**config.mk**
```make
export PLATFORM = sky130hd
export DESIGN_NAME = pcmpeq_unit
export DESIGN_NICKNAME = d
export VERILOG_FILES = /design/src/rtl/pcmpeq_pkg.sv /design/src/rtl/pcmpeq_decode.sv /design/src/rtl/pcmpeq_lanes.sv /design/src/rtl/pcmpeq_outreg.sv /design/src/rtl/pcmpeq_unit.sv
export SDC_FILE = /design/constraint.sdc
export NUM_CORES = 1
export LEC_CHECK = 0
export ABC_AREA = 1
export BUFFER_PORTS_ARGS = -buffer_cell sky130_fd_sc_hd__buf_2
export CORE_AREA = 10 10 148 150
export CTS_CLUSTER_DIAMETER = 150
export DETAILED_ROUTE_END_ITERATION = 10
export DIE_AREA = 0 0 158 160
export GPL_ROUTABILITY_DRIVEN = 0
export GPL_TIMING_DRIVEN = 0
export MAX_ROUTING_LAYER = met4
export PLACE_DENSITY_LB_ADDON = 0.12
export RECOVER_POWER = 25
export SLEW_MARGIN = 20
export SYNTH_ARGS = -nofsm -noshare
export SYNTH_HDL_FRONTEND = slang
export SYNTH_SLANG_ARGS = --single-unit
```
**constraint.sdc**
```tcl
create_clock -name clk -period 1.4 [get_ports clk]
set_clock_uncertainty 0.15 [all_clocks]
set_input_delay 0.21 -clock clk [delete_from_list [all_inputs] [get_ports clk]]
set_output_delay 0.21 -clock clk [all_outputs]
set_load 0.01 [all_outputs]
```
**src/rtl/pcmpeq_pkg.sv**
```systemverilog
package pcmpeq_pkg;

    localparam int BYTE_W = 8;

    localparam logic [7:0] OPC_EQ_BYTE  = 8'h74;
    localparam logic [7:0] OPC_EQ_WORD  = 8'h75;
    localparam logic [7:0] OPC_EQ_DWORD = 8'h76;

    typedef enum logic [1:0] {
        ESZ_BYTE  = 2'd0,
        ESZ_WORD  = 2'd1,
        ESZ_DWORD = 2'd2
    } esz_e;

    typedef struct packed {
        logic legal;
        logic wide;
        esz_e esz;
    } dec_t;

    function automatic dec_t decode_op(input logic [7:0] opc, input logic wide_pfx);
        dec_t d;
        d.wide  = wide_pfx;
        d.legal = 1'b1;
        unique case (opc)
            OPC_EQ_BYTE:  d.esz = ESZ_BYTE;
            OPC_EQ_WORD:  d.esz = ESZ_WORD;
            OPC_EQ_DWORD: d.esz = ESZ_DWORD;
            default: begin
                d.esz   = ESZ_BYTE;
                d.legal = 1'b0;
            end
        endcase
        return d;
    endfunction

endpackage

```
**src/rtl/pcmpeq_decode.sv**
```systemverilog
module pcmpeq_decode
    import pcmpeq_pkg::*;
(
    input  logic [7:0] opcode,
    input  logic       wide_pfx,
    output dec_t       dec
);

    always_comb begin
        dec = decode_op(opcode, wide_pfx);
    end

endmodule

```
**src/rtl/pcmpeq_lanes.sv**
```systemverilog
module pcmpeq_lanes
    import pcmpeq_pkg::*;
#(
    parameter int DATA_W = 128
) (
    input  logic [DATA_W-1:0] opa,
    input  logic [DATA_W-1:0] opb,
    input  dec_t              dec,
    output logic [DATA_W-1:0] mask
);

    localparam int NB       = DATA_W / BYTE_W;
    localparam int NW       = NB / 2;
    localparam int ND       = NB / 4;
    localparam int NARROW_B = NB / 2;

    logic [NB-1:0] byte_eq;
    logic [NW-1:0] word_eq;
    logic [ND-1:0] dword_eq;

    // Byte comparators are shared by all three element sizes
    for (genvar i = 0; i < NB; i++) begin : g_byte
        assign byte_eq[i] = (opa[i*BYTE_W +: BYTE_W] == opb[i*BYTE_W +: BYTE_W]);
    end

    for (genvar j = 0; j < NW; j++) begin : g_word
        assign word_eq[j] = byte_eq[2*j] & byte_eq[2*j+1];
    end

    for (genvar k = 0; k < ND; k++) begin : g_dword
        assign dword_eq[k] = word_eq[2*k] & word_eq[2*k+1];
    end

    for (genvar i = 0; i < NB; i++) begin : g_sel
        logic hit;
        always_comb begin
            unique case (dec.esz)
                ESZ_BYTE: hit = byte_eq[i];
                ESZ_WORD: hit = word_eq[i/2];
                default:  hit = dword_eq[i/4];
            endcase
        end
        if (i >= NARROW_B) begin : g_upper
            assign mask[i*BYTE_W +: BYTE_W] = {BYTE_W{hit & dec.wide}};
        end else begin : g_lower
            assign mask[i*BYTE_W +: BYTE_W] = {BYTE_W{hit}};
        end
    end

endmodule

```
**src/rtl/pcmpeq_outreg.sv**
```systemverilog
module pcmpeq_outreg #(
    parameter int DATA_W = 128
) (
    input  logic              clk,
    input  logic              rst,
    input  logic              strobe,
    input  logic              legal,
    input  logic [DATA_W-1:0] mask,
    output logic              valid_q,
    output logic              illegal_q,
    output logic [DATA_W-1:0] result_q
);

    logic accept;
    assign accept = strobe & legal;

    always_ff @(posedge clk) begin
        if (rst) begin
            valid_q   <= 1'b0;
            illegal_q <= 1'b0;
            result_q  <= '0;
        end else begin
            valid_q   <= accept;
            illegal_q <= strobe & ~legal;
            if (accept) begin
                result_q <= mask;
            end
        end
    end

endmodule

```
**src/rtl/pcmpeq_unit.sv**
```systemverilog
module pcmpeq_unit
    import pcmpeq_pkg::*;
#(
    parameter int DATA_W = 128
) (
    input  logic              clk,
    input  logic              rst,
    input  logic              in_valid,
    input  logic [7:0]        in_opcode,
    input  logic              in_wide,
    input  logic [DATA_W-1:0] in_a,
    input  logic [DATA_W-1:0] in_b,
    output logic              out_valid,
    output logic              out_illegal,
    output logic [DATA_W-1:0] out_result
);

    dec_t              dec;
    logic [DATA_W-1:0] mask;

    pcmpeq_decode u_dec (
        .opcode   (in_opcode),
        .wide_pfx (in_wide),
        .dec      (dec)
    );

    pcmpeq_lanes #(.DATA_W(DATA_W)) u_lanes (
        .opa  (in_a),
        .opb  (in_b),
        .dec  (dec),
        .mask (mask)
    );

    pcmpeq_outreg #(.DATA_W(DATA_W)) u_oreg (
        .clk       (clk),
        .rst       (rst),
        .strobe    (in_valid),
        .legal     (dec.legal),
        .mask      (mask),
        .valid_q   (out_valid),
        .illegal_q (out_illegal),
        .result_q  (out_result)
    );

endmodule

```
-- Word-level counts from Yosys, hierarchy flattened
Cells that the tools add are included.
- register bits: 123
- output and inout port bits: 130
- logic and storage cells: 66
- equal/unequal tests: 20
- mux-type cells: 18
- bitwise operators: 23
- reduce and logical (&&, ||, !) cells: 2
- operators with widths (cell ; number):
    equality test 8 bit ; 16
    one-hot mux 1 bit (2 select lines) ; 16
    equality test 8 x 7 -> 1 bit (second input constant) ; 3
    AND 1 bit ; 22
    one-hot mux 2 bit (2 select lines) ; 1
    OR reduction 3 bit ; 1
    equality test 2 x 1 -> 1 bit (second input constant) ; 1
    zero test 2 bit ; 1
    2-to-1 mux 1 bit ; 1
    NOT 1 bit ; 1

-- Longest topological paths before layout
- word-level depth: 5
- mapped depth: 12
- depth with buffers taken out: 12

-- Cells and area by module
From an unflattened synthesis, not the netlist that was laid out.
- cell total of the unflattened synthesis: 1293
- area total of the unflattened synthesis: 8219.1 um^2
- by module, submodules not included (module ; instances ; cells an instance ; area each (um^2) ; sequential area each (um^2)):
    pcmpeq_outreg ; 1 ; 817 ; 5315.1 ; 2602.5
    pcmpeq_lanes ; 1 ; 457 ; 2810.2 ; 0.0
    pcmpeq_decode ; 1 ; 19 ; 93.8 ; 0.0

-- Worst setup path before layout
Ideal clock, no wire load.
- kind: input -> register
- start point: input port in_opcode[2]
- end point: register u_oreg.result_q[63]
- setup time: 0.117 ns
- data arrival time: 1.083 ns
- slack: 0.050 ns
- stages on the path: 10
- path buffers: 1
- cells stage by stage: inv_1 -> nor2_2 -> inv_2 -> nor2_4 -> nand3_4 -> buf_6 -> a21oi_1 -> nand2_1 -> nor2_1 -> nor2_1
- cells in the longest elaborated chain, start to end: 4
- elaborated cells on any way between the ends: 10
- RTL lines (what ; RTL line ; text):
    start, declared ; pcmpeq_unit.sv:9 ; input logic [7:0] in_opcode,
    equality test 8 x 7 -> 1 bit ; pcmpeq_pkg.sv:25 ; unique case (opc)
    one-hot mux 2 bit (2 select lines) or OR reduction 3 bit (tied branches) ; - ;
    equality test 2 x 1 -> 1 bit (tied with other cells) ; pcmpeq_lanes.sv:37 ; unique case (dec.esz)
    one-hot mux 1 bit (2 select lines) or AND 1 bit (tied branches) ; pcmpeq_lanes.sv:37, pcmpeq_outreg.sv:15 ;
    end signal, assigned ; pcmpeq_outreg.sv:26 ; result_q <= mask;
    end, declared ; pcmpeq_outreg.sv:11 ; output logic [DATA_W-1:0] result_q
Several ways; a longest one is shown, not always the timed one.
A chain may end at the register's enable or synchronous reset.

-- Worst setup path in the final report
- start point: input port in_b[2]
- end point: register u_oreg.result_q[7]
- cells in the longest elaborated chain, start to end: 4
- RTL lines (what ; RTL line ; text):
    start, declared ; pcmpeq_unit.sv:12 ; input logic [DATA_W-1:0] in_b,
    equality test 8 bit * ; pcmpeq_lanes.sv:23 ; assign byte_eq[i] = (opa[i*BYTE_W +: BYTE_W] == opb[i*BYTE_W +: BYTE_W]);
    AND 1 bit ; pcmpeq_lanes.sv:27 ; assign word_eq[j] = byte_eq[2*j] & byte_eq[2*j+1];
    AND 1 bit ; pcmpeq_lanes.sv:31 ; assign dword_eq[k] = word_eq[2*k] & word_eq[2*k+1];
    one-hot mux 1 bit (2 select lines) * ; pcmpeq_lanes.sv:37 ;
Every way passes the cells marked *; elsewhere a longest branch is shown, timed or not.

==> flow_metrics.tcl <==
set metrics [dict create \
    hold_class "input port to register" \
    die_y_um 160 \
    cts_tree "done" \
    globalRouteMet2Util_pct 22.6 \
    yosys.area.top_type "buf_4" \
    arrival_ns 1.40 \
    status "finished clean" \
    cts_hold_buf 0 \
    synth_top_cells_by_count "nand2_1, buf_4, inv_1, xnor2_1, nor2_1" \
    use_met3_pct 2.66 \
    yosys-top-cells-area "buf_4, nand2_1, xnor2_1, dfxtp_1, xor2_1" \
    pre_cts_slack_ns -0.373 \
    dpl_cell_area_mm2 0.00600 \
    cp_cell_sequence "buf_6 -> xor2_1 -> nor2_2 -> nand2_2 -> nor3_4 -> nand3_2 -> nor2_4 -> nor2_1 -> nor2_1" \
    yosysSeqAreaShare_pct 9.70 \
    synth_top_family_by_area "simple AND/OR/NAND/NOR gates" \
    drv_cap 0 \
    drive_gt1_share_pct 59.1 \
    worstSetupPathType "input port to register" \
    critPathLaunchType "input port" \
    start_util_pct 19.5 \
    clock_sinks 18 \
    grt_util_met1_pct 13.1 \
    worst_path_most_repeated_cell "nor2_1" \
    ys_seq_elements 18 \
    avgSynthCellArea_um2 6.18 \
    synth_compound_area_share_pct 4.04 \
    cp_slowest_stage_delay_ns 0.28 \
    antenna_found_initial 1 \
    clockBufferDepth 2 \
    synth_top_area_share_pct 22.6 \
    dieArea_mm2 0.0253 \
    setup_violations 0 \
    fin_nets 1281 \
    wl_per_cell_um 13.2 \
    synth_edf_count 0 \
    cts_root_buf "clkbuf_16" \
    busiest_layer "met2" \
    slowest_stage "nor3_4" \
    ir_drop_v 0.000220 \
    drtPass1Iterations 4 \
    hold_viol 0 \
    reg2regPathDepth 3 \
    core_mm2 0.0191 \
    die_width_um 158 \
    min_path_cells 3 \
    netlist_instances 601 \
    cp_num_cells 9 \
    cts_buffers 3 \
    async_flop_share_pct 0 \
    synthSimpleGateAreaFrac_pct 32.0 \
    syn_nets 869 \
    path_clk_slew_ns 0.05 \
    cellPowerDensity_mw_per_mm2 338 \
    track_usage_pct 12.2 \
    critPathTopFamily "simple AND/OR/NAND/NOR gates" \
    synth_xor_area_share_pct 23.6 \
    vias 4499 \
    rsz0062_at_grt "true" \
    slew_violations 0 \
    vias_per_cell 3.60 \
    required_ns 1.43 \
    worst_slack_ns 0.0334 \
    io_pins 398 \
    clk_latency_ns 0.25 \
    drcViolationCount 0 \
    synthAdderAreaFrac_pct 0 \
    critPathCaptureType "register" \
    fin_hold_ws_ns 0.0718 \
    wl_um 16500 \
    yosys_warnings 0 \
    ctsHtreeMaxLevel 1 \
    worst_pin_slew_ns 0.471 \
    fmax_mhz 732 \
    fin_area_mm2 0.00641 \
    p_leak_nw 3.93 \
    max-slew-margin-rel_pct 68.6 \
    yosysMostFrequentCell "nand2_1" \
    grt_max_degree 11 \
    syn_area_mm2 0.00372 \
    drtAntennaViolNets 0 \
    drt_iter0_drc 139 \
    fp-row-count 51 \
    min_period_ns 1.37 \
    grt_first_pass_wirelength_um 23800 \
    post_synth_num_cell_types 29 \
    crit_fanout 4 \
    grt_overflow 0 \
    dp_hpwl_um 15600 \
    syn_to_final_growth_pct 72.6 \
    io_buffers 396 \
    yosys_most_used_dff "dfxtp_1" \
    period_share_pct 97.6 \
    muxShareOfSynthArea_pct 0 \
    crit_buf_inv 1 \
    grt_pass1_vias 4541 \
]
cell families after synthesis:
logic type | Yosys count
AND/OR/NAND/NOR | 272
buffers and inverters | 188
XOR/XNOR | 100
AO/OA/AOI/OAI | 23
flip-flops | 18
report_power, final:
group / switching, mW / total, mW / internal (mW)
clock: 0.202 / 0.637 / 0.435
combinational: 0.443 / 1.01 / 0.569
sequential: 0.00362 / 0.519 / 0.515
worst paths after layout:
| path | startpoint | slack (ns) | to |
|---|---|---|---|
| worst max-delay path | in_b[2] | 0.03 | u_oreg.result_q[7]$_SDFFE_PP0P_ |
| worst min-delay path | in_valid | 0.07 | u_oreg.illegal_q$_SDFF_PP0_ |
| worst max register to register | u_oreg.result_q[15]$_SDFFE_PP0P_ | 0.46 | u_oreg.result_q[15]$_SDFFE_PP0P_ |
| worst min register to register | u_oreg.result_q[103]$_SDFFE_PP0P_ | 0.38 | u_oreg.result_q[103]$_SDFFE_PP0P_ |
sequential cells by signal, indices dropped and copies added, names as in the netlist:
register          flops
u_oreg.valid_q        1
u_oreg.illegal_q      1
u_oreg.result_q      16
through the flow:
step	util (%)	std cells	power (mW)	setup TNS, ns
after floorplan	-	601	0.989	0
after global placement	31.4	1235	1.49	-5.50
after detailed placement	31.4	1235	1.50	-5.61
after CTS	32.3	1242	2.17	-0.00282
after global routing	33.6	1251	2.33	-0.934
final	33.6	1251	2.17	0
worst min-delay path, stage by stage:
cell	delay [ns]
buf_2	0.11
nand3_1	0.07
inv_1	0.05
layer usage:
layer	part of all wire, %	up-vias
met3	8.7	7
met2	52	200
met4	0.79	0
li1	-	2519
met5	0	-
met1	39	1773
layout by cell type (no fill, tap or decap), types with 2 or more instances in the layout:
| cell | count |
|---|---|
| dfxtp_2 | 13 |
| clkbuf_16 | 4 |
| nor2_4 | 6 |
| o21ai_0 | 3 |
| nor3_4 | 4 |
| nand2_1 | 150 |
| o21a_1 | 6 |
| clkbuf_1 | 3 |
| nand3_1 | 14 |
| a21oi_1 | 12 |
| inv_2 | 3 |
| xnor2_2 | 2 |
| inv_1 | 65 |
| xor2_1 | 31 |
| nand4_1 | 8 |
| buf_4 | 120 |
| xnor2_1 | 67 |
| buf_8 | 3 |
| buf_6 | 6 |
| or2_2 | 7 |
| nor2_2 | 9 |
| nand2_2 | 13 |
| inv_4 | 3 |
| dfxtp_1 | 5 |
| nor3_2 | 3 |
| nand3_2 | 5 |
| nor2_1 | 48 |
| buf_2 | 389 |
final cells by class:
cell class	instances	area [um^2]
multi-input cells	395	2360
flip-flops and latches	18	377
inverters	73	287
fillers	2167	12700
plain buffers	115	875
repair buffers	407	2120
clock buffers	4	88.8
diodes	1	2.50
well taps	238	298
repair_timing:
item | 4_1_cts | 5_1_grt
gates resized for setup | 16 | 57
buffers inserted | 3 | 7
pin swaps | 3 | 22
setup endpoints to repair | 50 | 86
cloned | 0 | 1
Power figures use the tool's default switching activity.
